File: src/rtl/gpio_pkg.sv
package gpio_pkg;
  typedef enum logic [1:0] {
    OP_BYTE = 2'd0,
    OP_SET  = 2'd1,
    OP_CLR  = 2'd2,
    OP_CPL  = 2'd3
  } port_op_e;
endpackage

File: src/rtl/gpio_out_latch.sv
module gpio_out_latch #(
  parameter int W = 8
) (
  input  logic                 clk,
  input  logic                 rst,
  input  logic                 hit,
  input  gpio_pkg::port_op_e   op,
  input  logic [W-1:0]         wdata,
  input  logic [W-1:0]         pins,
  output logic [W-1:0]         latch_q
);
  localparam int IW = (W > 1) ? $clog2(W) : 1;
  logic [IW-1:0] idx;
  logic [W-1:0]  sel;
  logic [W-1:0]  next_val;

  assign idx = wdata[IW-1:0];
  assign sel = W'(1) << idx;

  always_comb begin
    unique case (op)
      gpio_pkg::OP_SET: next_val = pins | sel;
      gpio_pkg::OP_CLR: next_val = pins & ~sel;
      gpio_pkg::OP_CPL: next_val = pins ^ sel;
      default:          next_val = wdata;
    endcase
  end

  always_ff @(posedge clk) begin
    if (rst)      latch_q <= '1;
    else if (hit) latch_q <= next_val;
  end

  assert_latch_hold_R2: assert property (@(posedge clk) disable iff (rst)
    !hit |=> $stable(latch_q));
  assert_reset_ones_R1: assert property (@(posedge clk)
    $past(rst) |-> (latch_q == '1));
endmodule

File: src/rtl/gpio_pad_drive.sv
module gpio_pad_drive #(
  parameter int W           = 8,
  parameter int LO_W        = 4,
  parameter bit LO_PUSHPULL = 1'b1,
  parameter bit LO_PULLUP   = 1'b0
) (
  input  logic [W-1:0] latch_q,
  output logic [W-1:0] oe,
  output logic [W-1:0] out,
  output logic [W-1:0] pu
);
  for (genvar i = 0; i < W; i++) begin : g_bit
    if (i < LO_W && LO_PUSHPULL) begin : g_pp
      assign oe[i]  = 1'b1;
      assign out[i] = latch_q[i];
    end else begin : g_od
      assign oe[i]  = ~latch_q[i];
      assign out[i] = 1'b0;
    end
    if (i < LO_W) begin : g_lopu
      assign pu[i] = LO_PULLUP;
    end else begin : g_hipu
      assign pu[i] = 1'b1;
    end
  end
endmodule

File: src/rtl/gpio_wake_detect.sv
module gpio_wake_detect #(
  parameter int           W    = 8,
  parameter logic [W-1:0] MASK = '1
) (
  input  logic         clk,
  input  logic         rst,
  input  logic [W-1:0] pad,
  output logic         wake
);
  logic [W-1:0] s1, s2, s3, fall_q;

  always_ff @(posedge clk) begin
    if (rst) begin
      s1     <= '1;
      s2     <= '1;
      s3     <= '1;
      fall_q <= '0;
    end else begin
      s1     <= pad;
      s2     <= s1;
      s3     <= s2;
      fall_q <= MASK & s3 & ~s2;
    end
  end

  assign wake = |fall_q;

  for (genvar i = 0; i < W; i++) begin : g_chk
    assert_wake_single_R8: assert property (@(posedge clk) disable iff (rst)
      fall_q[i] |=> !fall_q[i]);
  end
  assert_wake_reset_R9: assert property (@(posedge clk)
    $past(rst) |-> !wake);
endmodule

File: src/rtl/gpio_port_pair.sv
module gpio_port_pair #(
  parameter int          AW          = 8,
  parameter int          DW          = 8,
  parameter int          PA_W        = 8,
  parameter int          PB_W        = 4,
  parameter int          LO_W        = 4,
  parameter logic [AW-1:0] BIDIR_ADDR = 8'h12,
  parameter logic [AW-1:0] INPUT_ADDR = 8'h14,
  parameter bit          LO_PUSHPULL = 1'b1,
  parameter bit          LO_PULLUP   = 1'b0,
  parameter logic [PA_W-1:0] WAKE_MASK = 8'b1011_0101
) (
  input  logic            clk,
  input  logic            rst,
  input  logic [AW-1:0]   bus_addr,
  input  logic            bus_wr,
  input  logic [1:0]      bus_op,
  input  logic [DW-1:0]   bus_wdata,
  input  logic            bus_rd,
  output logic [DW-1:0]   bus_rdata,
  input  logic [PA_W-1:0] pa_pad_in,
  output logic [PA_W-1:0] pa_oe,
  output logic [PA_W-1:0] pa_out,
  output logic [PA_W-1:0] pa_pu,
  input  logic [PB_W-1:0] pb_pad_in,
  output logic [PB_W-1:0] pb_pu,
  output logic            wake_req
);
  logic              pa_hit;
  logic [PA_W-1:0]   latch_q;
  gpio_pkg::port_op_e op;

  assign pa_hit = bus_wr && (bus_addr == BIDIR_ADDR);
  assign op     = gpio_pkg::port_op_e'(bus_op);
  assign pb_pu  = '1;

  gpio_out_latch #(.W(PA_W)) u_latch (
    .clk(clk), .rst(rst), .hit(pa_hit), .op(op),
    .wdata(bus_wdata[PA_W-1:0]), .pins(pa_pad_in), .latch_q(latch_q)
  );

  gpio_pad_drive #(.W(PA_W), .LO_W(LO_W), .LO_PUSHPULL(LO_PUSHPULL),
                   .LO_PULLUP(LO_PULLUP)) u_drive (
    .latch_q(latch_q), .oe(pa_oe), .out(pa_out), .pu(pa_pu)
  );

  gpio_wake_detect #(.W(PA_W), .MASK(WAKE_MASK)) u_wake (
    .clk(clk), .rst(rst), .pad(pa_pad_in), .wake(wake_req)
  );

  always_comb begin
    bus_rdata = '0;
    if (bus_rd) begin
      if (bus_addr == BIDIR_ADDR)      bus_rdata = DW'(pa_pad_in);
      else if (bus_addr == INPUT_ADDR) bus_rdata = DW'(pb_pad_in);
    end
  end

  assert_read_idle_R6: assert property (@(posedge clk) disable iff (rst)
    !bus_rd |-> (bus_rdata == '0));
  assert_od_release_R3: assert property (@(posedge clk) disable iff (rst)
    (pa_hit && op == gpio_pkg::OP_BYTE && bus_wdata[PA_W-1]) |=> !pa_oe[PA_W-1]);
  assert_input_write_R5: assert property (@(posedge clk) disable iff (rst)
    (bus_wr && bus_addr == INPUT_ADDR) |=> ($stable(pa_oe) && $stable(pa_out)));
endmodule

File: config.mk
export PLATFORM = sky130hd
export DESIGN_NAME = gpio_port_pair
export DESIGN_NICKNAME = d
export VERILOG_FILES = /design/src/rtl/gpio_pkg.sv /design/src/rtl/gpio_out_latch.sv /design/src/rtl/gpio_pad_drive.sv /design/src/rtl/gpio_wake_detect.sv /design/src/rtl/gpio_port_pair.sv
export SDC_FILE = /design/constraint.sdc
export NUM_CORES = 1
export LEC_CHECK = 0
export BUFFER_PORTS_ARGS = -buffer_cell sky130_fd_sc_hd__buf_4
export CORE_ASPECT_RATIO = 1.2
export CORE_UTILIZATION = 38
export DETAILED_ROUTE_END_ITERATION = 16
export PLACE_DENSITY = 0.78
export SYNTH_ARGS = -nofsm -noshare
export SYNTH_HDL_FRONTEND = slang
export SYNTH_SLANG_ARGS = --single-unit
File: constraint.sdc
create_clock -name clk -period 6.4 [get_ports clk]
set_clock_uncertainty 0.15 [all_clocks]
set_input_delay 1.28 -clock clk [delete_from_list [all_inputs] [get_ports clk]]
set_output_delay 1.28 -clock clk [all_outputs]
set_load 0.01 [all_outputs]
# ---- After elaboration in Yosys (flattened, before gate mapping)
# Index checks and enable logic that the tools add are counted.
dict set report totals {
  register_bits 40
  input_bits 34
  out_inout_bits 37
  wordCells 27
}
dict set report classes {
  n_eq_ne 5
  shifts 1
  muxes 4
  bitwise 10
  reduce_logical 2
}
# op n
set ops {}
lappend ops {{8-bit one-hot mux with 3 select lines} 1}
lappend ops {{8-bit bitwise AND} 2}
lappend ops {{8-bit by 5-bit equality test with 1-bit output, second input constant} 2}
lappend ops {{8-bit 2-to-1 mux} 2}
lappend ops {{8-bit NOT} 2}
lappend ops {{8-bit OR} 1}
lappend ops {{8-bit OR reduction} 1}
lappend ops {{1-bit by 3-bit left shift with 8-bit output, first input constant} 1}
lappend ops {{8-bit XOR} 1}
lappend ops {{2-bit equality test, second input constant} 2}
lappend ops {{4-bit 2-to-1 mux} 1}
lappend ops {{1-bit NOT} 4}
lappend ops {{2-bit by 1-bit equality test with 1-bit output, second input constant} 1}
lappend ops {{1-bit logical AND} 1}

# ---- Depth between registers and ports, before layout
# Gate-level depths: netlist of the first run.
dict set report logic_depth {
  ltp_word 4
  ltp_mapped 7
  depth_no_buf 6
}

# ---- Hierarchy
# Synthesis of the first run repeated with hierarchy kept, for this count alone.
dict set report unflattened {
  hier_cells 196
  area_unflattened_um2 1790.5
}
# module instances cells_each area_per_inst_um2 seq_area_each_um2
set by_module_without_submodules {}
lappend by_module_without_submodules {gpio_out_latch 1 89 802.0 160.2}
lappend by_module_without_submodules {gpio_wake_detect 1 49 555.5 400.4}
lappend by_module_without_submodules {gpio_port_pair 1 32 260.2 0.0}
lappend by_module_without_submodules {gpio_pad_drive 1 26 172.7 0.0}

# ---- Worst setup path after synthesis of the first run
# No wires, ideal clock.
dict set report synth_path {
  path_type {in2out}
  from {in bus_addr[5]}
  to {out bus_rdata[4]}
  arrival_time_ns 2.462
  required_ns 4.970
  path_slack_ns 2.508
  path_stages 3
  path_buffers 0
  path_cell_list {nor4b_2 > nand3_1 > nor3b_1}
}
dict set report synth_between {
  elab_chain_cells 3
}
# item line_no
set synth_lines {}
lappend synth_lines {{from (decl)} gpio_port_pair.sv:15} ;# input logic [AW-1:0] bus_addr,
lappend synth_lines {{8-bit by 5-bit equality test with 1-bit output} gpio_port_pair.sv:54} ;# if (bus_addr == BIDIR_ADDR) bus_rdata = DW'(pa_pad_in);
lappend synth_lines {{8-bit 2-to-1 mux} gpio_port_pair.sv:54}
lappend synth_lines {{8-bit 2-to-1 mux} gpio_port_pair.sv:53} ;# if (bus_rd) begin
lappend synth_lines {{to (decl)} gpio_port_pair.sv:20} ;# output logic [DW-1:0] bus_rdata,
# No other way between the ends.

# ---- Worst setup path after layout of the first run
dict set report layout_path {
  from {in bus_addr[5]}
  to {out bus_rdata[5]}
}
# Same word-level chain as after synthesis.

==> run summary, run 1 <==
Status: finished, final reports clean
Clk slew on worst S/H paths: 90 ps
Fillers: 429
Worst-Skew Late Latency: 270 ps
Pin count of the biggest net entering global routing: 21
MaxCap Viol Count: 0
Critical setup path kind: in2out
I/O Pins: 71
Met3 GRT Util: 1.50%
R2R depth: 3
Critical path peak fanout: 8
Initial core utilization: 40.0%
Site row count: 26
Number of setup violations in the final report: 0
Synth Flop Type: dfxtp_1
Root buf cell: clkbuf_8
Initial antenna violation count: 0
Synth unique cells: 29
TritonCTS clock tree: yes
WP data arrival: 2950 ps
Placed Instances: 283
Post-synth ARST share: 0%
Synth warn: 0
Busiest grt layer: met2
Die area: 4800 um^2
Synthesized area: 1720 um^2
Commonest cells post-synth: dfxtp_1, inv_1, buf_4, ha_1
Synth area leader: dfxtp_1
Global-route wire length before repair: 5440 um
Post-route DRC: 0
Antenna Cells: 0
Port bufs: 50
Hpwl dp: 2680 um
CTS Sinks: 28
Seq cells post-synth: 28
Achievable Freq: 228 MHz
Total global-route track usage: 14.3%
Final WL: 3320 um
Hold path depth: 2
Grt ovf: 0
Area delta synth->final: 21.9%
Setup TNS after final layout: 0 ps
Vias: 1,340
Slew Viols, Final: 0
Required time of the critical path: 4970 ps
Vias/cell: 4.67
Violation count after the first detailed-route iteration: 42
CTS Hold Bufs: 0
Min-Delay Path Class: reg2reg
Die W: 63.4 um
Setup crit start kind: input port
Post-DR wirelength/cell: 11.6 um
Period utilization: 68.5%
DRT Pass-1 Iters: 4
Worst setup EP type: primary output
Pleak: 1.03 nW
Sequential fraction of the synthesis area: 32.6%
Vias in the first global route: 1,285
Top-count cell post-synth: dfxtp_1
Slew HR: 50.9%
Resized Gates After CTS: 0
Post-synth EDFFs: 0
Nets: 282
Synth area leaders: dfxtp_1, ha_1, buf_4, mux4_2, inv_1
CORE AREA: 4290 um^2
RSZ-0062 raised after global routing: no
Cell count after synthesis: 190
Total CTS buffers: 3
VDD IR max: 0.0861 mV
Final worst path period need: 4380 ps
Power Dens Cells: 182 nW/um^2
H-tree levels: 1
Final Instance Count excl. Fillers: 287
Avg Inst Size Synth: 9.05 um^2
Post-route ant nets: 0
Worst-Margin Slew: 735 ps
Post-CTS setup repair buffer count: 0
Met2 Track Usage GR: 26.5%
Placer's final routability congestion estimate: 0.832
Die Span Y: 75.7 um
Hold Fails Final Rpt: 0
Met1 Resource Use GR: 16.6%
Clock Path Buffers: 2
Top-area cell type share of the netlist area: 32.6%
Layout cells sized above 1: 33.3%
-- critical path, stage by stage --
cell and delay (ps):
buf_4 120, nor4b_2 670, nand3_1 430, nor3b_1 300, buf_4 160
-- power breakdown --
part | switching [mW] | internal [mW] | total (mW)
clock network | 0.0521 | 0.0837 | 0.136
registers | 0.000881 | 0.179 | 0.180
logic | 0.0331 | 0.0324 | 0.0655
total | 0.0861 | 0.295 | 0.381
-- cell families (layout without fill, tap and decap cells) --
group / after synthesis / in the layout / share of synthesized area [%]
adders and majority gates: 16 / 16 / 11.6
muxes: 8 / 8 / 8.52
DFF: 28 / 28 / 32.6
and+or+nand+nor: 57 / 57 / 18.7
buffers and inverters: 56 / 79 / 17.5
other: 2 / 20 / 0.437
AOI/OAI and AO/OA: 23 / 23 / 10.6
-- path summary, 6_finish.rpt --
| kind | startpoint | to | slack (ps) |
|---|---|---|---|
| setup / recovery | bus_addr[5] | bus_rdata[5] | 2020 |
| hold / removal | u_wake.s3[5] | u_wake.fall_q[5] | 260 |
| setup reg to reg | u_latch.latch_q[4] | u_latch.latch_q[4] | 5380 |
| hold reg to reg | u_wake.s3[5] | u_wake.fall_q[5] | 260 |
-- sequential cells by signal, summed over array words and instances, names as in the netlist --
| signal | flops |
|---|---|
| u_wake.s1 | 5 |
| u_wake.s3 | 5 |
| u_wake.fall_q | 5 |
| u_latch.latch_q | 8 |
| u_wake.s2 | 5 |
-- area by class of cell --
type	count	area (um^2)	share of cell area, %
Tap cell	56	70.1	3.34
Sequential cell	28	561	26.7
Clock inverter	1	30.0	1.43
Multi-Input combinational cell	124	925	44.1
Inverter	25	93.8	4.48
Timing Repair Buffer	50	375	17.9
Clock buffer	3	41.3	1.97
-- cell usage in the layout, fill, tap and decap left out, types with 2 or more instances in the layout --
| master | instances |
|---|---|
| dfxtp_1 | 28 |
| mux4_2 | 5 |
| clkbuf_8 | 3 |
| ha_1 | 16 |
| nor3b_1 | 4 |
| or3b_2 | 2 |
| mux2_2 | 3 |
| buf_4 | 50 |
| nand3b_1 | 4 |
| a31oi_1 | 7 |
| nor2_1 | 13 |
| a22oi_1 | 4 |
| inv_1 | 25 |
| nor2b_1 | 2 |
| conb_1 | 20 |
| a311o_1 | 5 |
| nand3_1 | 2 |
| a311oi_1 | 3 |
| o211ai_1 | 3 |
| or2_2 | 11 |
| nand2_1 | 13 |
-- metal layers --
layer / part of all wire (%) / wire (um) / vias up
met3: 5.0 / 166 / 5
met2: 52 / 1720 / 60
met1: 42 / 1400 / 593
met5: 0 / 0 / -
met4: 1.4 / 46 / 0
li1: - / - / 682
-- through the flow --
step                      hold WS, ps  utilization, %  setup slack (ps)  instance area (um^2)  power [mW]
after floorplan                   239               -              2510                  1790       0.231
after global placement            241            47.1              2050                  2020       0.246
after detailed placement          244            47.1              2060                  2020       0.249
after CTS                         265            48.8              2010                  2100       0.384
after global routing              273            48.8              1720                  2100       0.400
final                             262            48.8              2020                  2100       0.381
Note: power is estimated with default switching activity, not from simulation.
==> run 2, diff against run 1 <==
- ABC_AREA: unset -> 1
- PLACE_DENSITY: 0.78 -> 0.77
- clock period: 6.4 -> 4.2 ns (I/O delays scaled with it)
==> run 2 against run 1 <==
Non-clock buffer count unchanged; sequential share of layout area is 0.25 points lower; routed wire length shrank 4.1%.
==> run summary, run 2 <==
Setup TNS after final layout: 0 ps (unchanged)
DRT Pass-1 Iters: 4 (unchanged)
Cell count after synthesis: 233 (+23%)
Cell mode on critical path: buf_4
Layout cells sized above 1: 27.6% (-5.7 points)
Hold Fails Final Rpt: 0 (unchanged)
Root buf cell: clkbuf_8
Initial core utilization: 40.8% (+0.78 points)
Worst setup EP type: primary output
Post-route DRC: 0 (unchanged)
Slew Viols, Final: 0 (unchanged)
Pleak: 1.20 nW (+16%)
Port bufs: 50 (unchanged)
CORE AREA: 4360 um^2 (+1.5%)
Critical path peak fanout: 8 (unchanged)
Min-Delay Path Class: reg2reg
Synth area leader: dfxtp_1
Final worst path period need: 2800 ps
Synthesized area: 1780 um^2 (+3.5%)
Final Instance Count excl. Fillers: 331 (+15%)
Required time of the critical path: 3210 ps (-1760 ps)
TritonCTS clock tree: yes
Placer's final routability congestion estimate: 0.797 (-4.3%)
VDD IR max: 0.104 mV (+20%)
Period utilization: 66.6%
Main combinational cell family by area after synthesis: simple AND/OR/NAND/NOR gates
Total global-route track usage: 14.3% (-0.078 points)
Post-route ant nets: 0 (unchanged)
Vias in the first global route: 1,285 (unchanged)
Number of setup violations in the final report: 0 (unchanged)
Sequential fraction of the synthesis area: 31.5% (-1.1 points)
Vias/cell: 4.33 (-7.2%)
Fillers: 466 (+8.6%)
Worst path slowest cell: nand3_2
Switching power: 0.132 mW (+53%)
Pint: 0.378 mW (+28%)
Commonest non-fill, non-tap cell in the layout: buf_4
Flop2flop setup slack: 3310 ps (-2070 ps)
Most flops, register: u_latch.latch_q
Most frequent cells in the layout: buf_4, nand2_1, nand3_1, inv_1, dfxtp_1
Setup crit start kind: input port
Die W: 64.5 um (+1.7%)
Global-route wire length before repair: 5680 um (+4.3%)
Placed Instances: 328 (+16%)
H-tree levels: 1 (unchanged)
Synth Flop Type: dfxtp_1
Die Span Y: 77.0 um (+1.7%)
Max FFs per register: 8 (unchanged)
Total CTS buffers: 3 (unchanged)
Flop pwr share: 53.7% (+6.5 points)
Seq cells post-synth: 28 (unchanged)
Post-synth EDFFs: 0 (unchanged)
Commonest cells post-synth: nand2_1, nand3_1, inv_1, dfxtp_1, buf_4
Initial antenna violation count: 0 (unchanged)
CTS Sinks: 28 (unchanged)
Die area: 4960 um^2 (+3.4%)
Avg Inst Size Synth: 7.64 um^2 (-16%)
Site row count: 26 (unchanged)
Synth Area in Compound Gates: 1.13% (-9.4 points)
Nets: 327 (+16%)
Hpwl dp: 2570 um (-4.2%)
Critical setup path kind: in2out
Top-area cell type share of the netlist area: 31.5% (-1.1 points)
Ordered cell list for the critical path: buf_4 -> inv_1 -> nand2_2 -> nor2_8 -> nand3_2 -> o21ai_1 -> buf_4
WP data arrival: 1810 ps (-1140 ps)
MaxCap Viol Count: 0 (unchanged)
Final WL: 3190 um (-4.1%)
I/O Pins: 71 (unchanged)
Clock network power share: 27.3% (-8.4 points)
Simple-Gate Fraction of Synth Area: 35.5% (+17 points)
Largest incremental delay on the critical path: 200 ps (-470 ps)
CTS Hold Bufs: 0 (unchanged)
Synth area leaders: dfxtp_1, ha_1, buf_4, nand3_1, nand2_1
Clk slew on worst S/H paths: 90 ps (about the same)
Worst-Skew Late Latency: 270 ps (about the same)
Vias: 1,434 (+7.0%)
Post-CTS setup repair buffer count: 0 (unchanged)
Power Dens Cells: 241 nW/um^2 (+32%)
Synth unique cells: 22 (-24%)
Post-DR wirelength/cell: 9.63 um (-17%)
Violation count after the first detailed-route iteration: 31 (-26%)
RSZ-0062 raised after global routing: no
Antenna Cells: 0 (unchanged)
Synth warn: 0 (unchanged)
Status: finished, final reports clean
Top-count cell post-synth: nand2_1
Logic pwr share: 19.0% (+1.8 points)
Area delta synth->final: 18.9%
Achievable Freq: 357 MHz
Resized Gates After CTS: 0 (unchanged)
Post-synth ARST share: 0% (unchanged)
Final Power: 0.509 mW (+34%)
Synth Area in XOR/XNOR: 0% (unchanged)
Switching share of power: 25.8% (+3.2 points)
Pin count of the biggest net entering global routing: 19 (-9.5%)
Grt ovf: 0 (unchanged)
Mux contribution to synthesized area: 0% (-8.5 points)
Post-Synth Adder-Cell Area: 11.3% (-0.39 points)
Clock Path Buffers: 2 (unchanged)
[run 2: final timing paths]
kind / startpoint / endpoint / cells after the start
max reg2reg: u_wake.s2[7] / u_wake.fall_q[7] / 2
min: u_wake.s3[5] / u_wake.fall_q[5] / 2
max: bus_addr[5] / bus_rdata[2] / 7
min reg2reg: u_wake.s3[5] / u_wake.fall_q[5] / 2
[run 2: cell families after synthesis]
family,count (synthesis)
adders and majority gates,16
DFF,28
AOI/OAI and AO/OA,4
and+or+nand+nor,117
buffers and inverters,66
other,2
[run 2: cell type report]
cell class / count / area [um^2] / area share, %
Multi-Input combinational cell: 157 / 927 / 43.8
Sequential cell: 28 / 561 / 26.5
Timing Repair Buffer: 50 / 375 / 17.7
Inverter: 37 / 141 / 6.68
Tap cell: 56 / 70.1 / 3.31
Clock buffer: 3 / 41.3 / 1.95
[run 2: metal layers]
layer,global-route usage (%),up-vias,share of wire [%]
met5,0,-,0
met4,6.00,0,1.8
met3,1.49,5,5.1
met2,24.5,48,50
met1,17.7,608,43
li1,-,773,-
[run 2: stage by stage]
step	setup slack (ps)	hold WS, ps	area, um^2	util (%)
5_1_grt	1300	273	2120	48.5
6_report	1400	255	2120	48.5
3_5_place_dp	1390	243	2070	47.6
3_3_place_gp	1410	242	2070	47.6
4_1_cts	1390	263	2120	48.5
2_1_floorplan	1700	239	1850	-
[run 2: worst max-delay path: cells and delay by family]
kind,cells,cell delay [ps]
compound gates,1,200
buf+inv,3,290
simple gates,3,470
[run 2: power groups by stage]
stage	logic, mW	clock network [mW]	registers [mW]
after floorplan	0.0742	0	0.280
after global placement	0.0945	0	0.280
after detailed placement	0.0970	0	0.280
after CTS	0.0971	0.141	0.274
after global routing	0.110	0.155	0.275
final	0.0967	0.139	0.274
==> run 3, diff against run 2 <==
- PLACE_DENSITY: 0.77 -> 0.8
- clock period: 4.2 -> 2.4 ns (I/O delays scaled with it)
==> run 3 against run 2 <==
Sequential power is 75% higher; non-clock buffer count stayed put; utilization is 0.32 points higher; global-route usage is 0.19 points higher; die area stayed put; sequential share of layout area is 0.17 points lower; power is 82% higher; cell area is 0.65% higher; worst setup slack worse by 1100 ps; routed wire length is 1.0% higher; critical endpoint is now bus_rdata[1]; largest cell class unchanged; highest routed layer unchanged.
==> run summary, run 3 (synthesized netlist as in run 2, its figures left out) <==
Flop pwr share: 51.6% (-2.1 points)
Switching power: 0.233 mW (+77%)
Period utilization: 86.5%
TritonCTS clock tree: yes
Post-Place Cell Area: 2070 um^2 (unchanged)
Final worst path period need: 2080 ps
Post-CTS setup repair buffer count: 0 (unchanged)
WP data arrival: 1450 ps (-360 ps)
Nets: 327 (unchanged)
Vias in the first global route: 1,396 (+8.6%)
MaxCap Viol Count: 0 (unchanged)
Setup TNS after final layout: 0 ps (unchanged)
Setup crit start kind: input port
Placer's final routability congestion estimate: 0.773 (-3.0%)
Status: finished, final reports clean
Critical setup path kind: in2out
CORE AREA: 4360 um^2 (unchanged)
Vias: 1,446 (+0.84%)
Power Dens Cells: 436 nW/um^2 (+81%)
Switching share of power: 25.1% (-0.71 points)
Hold Fails Final Rpt: 0 (unchanged)
H-tree levels: 1 (unchanged)
Grt ovf: 0 (unchanged)
Final worst slack: 323 ps (-1080 ps)
Min-Delay Path Class: reg2reg
Hpwl dp: 2700 um (+4.9%)
Dpl ws: 300 ps (-1090 ps)
Worst R2R End: u_wake.fall_q[2]
Global-route wire length before repair: 5750 um (+1.3%)
DRT Pass-1 Iters: 4 (unchanged)
Pin count of the biggest net entering global routing: 19 (unchanged)
Reg-to-Reg Start: u_wake.s2[2]
Most frequent cells in the layout: buf_4, nand2_1, nand3_1, inv_1, dfxtp_1
Most flops, register: u_latch.latch_q
Final WL: 3220 um (+1.0%)
Resized Gates After CTS: 0 (unchanged)
Die area: 4960 um^2 (unchanged)
Site row count: 26 (unchanged)
Number of setup violations in the final report: 0 (unchanged)
Pint: 0.696 mW (+84%)
Post-route DRC: 0 (unchanged)
Logic pwr share: 18.2% (-0.8 points)
Required time of the critical path: 1770 ps (-1440 ps)
Layout cells sized above 1: 27.9% (+0.26 points)
Root buf cell: clkbuf_8
Port bufs: 50 (unchanged)
Worst Setup EP: bus_rdata[1]
Initial core utilization: 40.8% (unchanged)
Clk slew on worst S/H paths: 90 ps (about the same)
Pleak: 1.20 nW (+0.60%)
Die W: 64.5 um (unchanged)
R2R depth: 2 (unchanged)
RSZ-0062 raised after global routing: no
I/O Pins: 71 (unchanged)
Die Span Y: 77.0 um (unchanged)
Flop2flop setup slack: 1510 ps (-1800 ps)
Antenna Cells: 0 (unchanged)
Slew Viols, Final: 0 (unchanged)
Post-route ant nets: 0 (unchanged)
Total global-route track usage: 14.5% (+0.19 points)
Initial antenna violation count: 0 (unchanged)
CTS Sinks: 28 (unchanged)
Violation count after the first detailed-route iteration: 64 (+110%)
Post-DR wirelength/cell: 9.70 um (+0.70%)
Achievable Freq: 482 MHz
Commonest non-fill, non-tap cell in the layout: buf_4
VDD IR max: 0.209 mV (+100%)
Max FFs per register: 8 (unchanged)
Worst setup EP type: primary output
Worst setup path startpoint: bus_addr[3]
Clock Path Buffers: 2 (unchanged)
Total CTS buffers: 3 (unchanged)
Final instance area: 2130 um^2 (+0.65%)
Vias/cell: 4.36 (+0.53%)
Area delta synth->final: 19.7%
Clock network power share: 30.2% (+2.9 points)
Critical path peak fanout: 4 (-4)
CTS Hold Bufs: 0 (unchanged)
Worst-Skew Late Latency: 270 ps (about the same)
[run 3: cell types whose count changed in the layout (fill, tap and decap cells not counted), sizes merged]
cell    before  now
clkbuf       3    4
[run 3: how the worst min path moves through the flow]
| stage | start | endpoint | slack (ps) | depth (start not counted) |
|---|---|---|---|---|
| after floorplan | u_wake.s1[0] | u_wake.s2[0] | 240 | 1 |
| after global placement | u_wake.s1[5] | u_wake.s2[5] | 240 | 1 |
| after detailed placement | u_wake.s1[0] | u_wake.s2[0] | 250 | 1 |
| after CTS | u_wake.s3[0] | u_wake.fall_q[0] | 260 | 2 |
| after global routing | u_wake.s3[5] | u_wake.fall_q[5] | 270 | 2 |
| final | u_wake.s3[0] | u_wake.fall_q[0] | 260 | 2 |
[run 3: cell type report]
class | count | area, um^2
repair buffers | 50 | 375
well taps | 56 | 70.1
flip-flops and latches | 28 | 561
multi-input cells | 157 | 927
clock buffers | 4 | 55.1
fillers | 445 | 2230
inverters | 37 | 141
[run 3: critical path, stage by stage]
cell	delay, ps
buf_4	110
inv_1	60
nand3_1	60
nor3_1	330
nand3_1	150
o21ai_1	110
buf_4	140
[run 3: layer usage]
layer	track usage, %	wire length [um]
met1	15.4	1370
met2	27.1	1640
met3	2.83	161
met4	5.78	43
met5	0	0
[run 3: stage by stage]
stage / utilization, % / hold WS, ps / instances / power, mW
floorplan: - / 239 / 251 / 0.619
global placement: 47.6 / 243 / 328 / 0.655
detailed placement: 47.6 / 245 / 328 / 0.660
CTS: 48.9 / 260 / 332 / 0.938
global route: 48.9 / 274 / 332 / 0.984
finish: 48.9 / 260 / 332 / 0.929
[run 3: power groups by stage]
stage / combinational [mW] / clock (mW) / sequential [mW]
2_1_floorplan: 0.130 / 0 / 0.489
3_3_place_gp: 0.165 / 0 / 0.490
3_5_place_dp: 0.169 / 0 / 0.490
4_1_cts: 0.170 / 0.289 / 0.479
5_1_grt: 0.193 / 0.311 / 0.481
6_report: 0.169 / 0.281 / 0.479
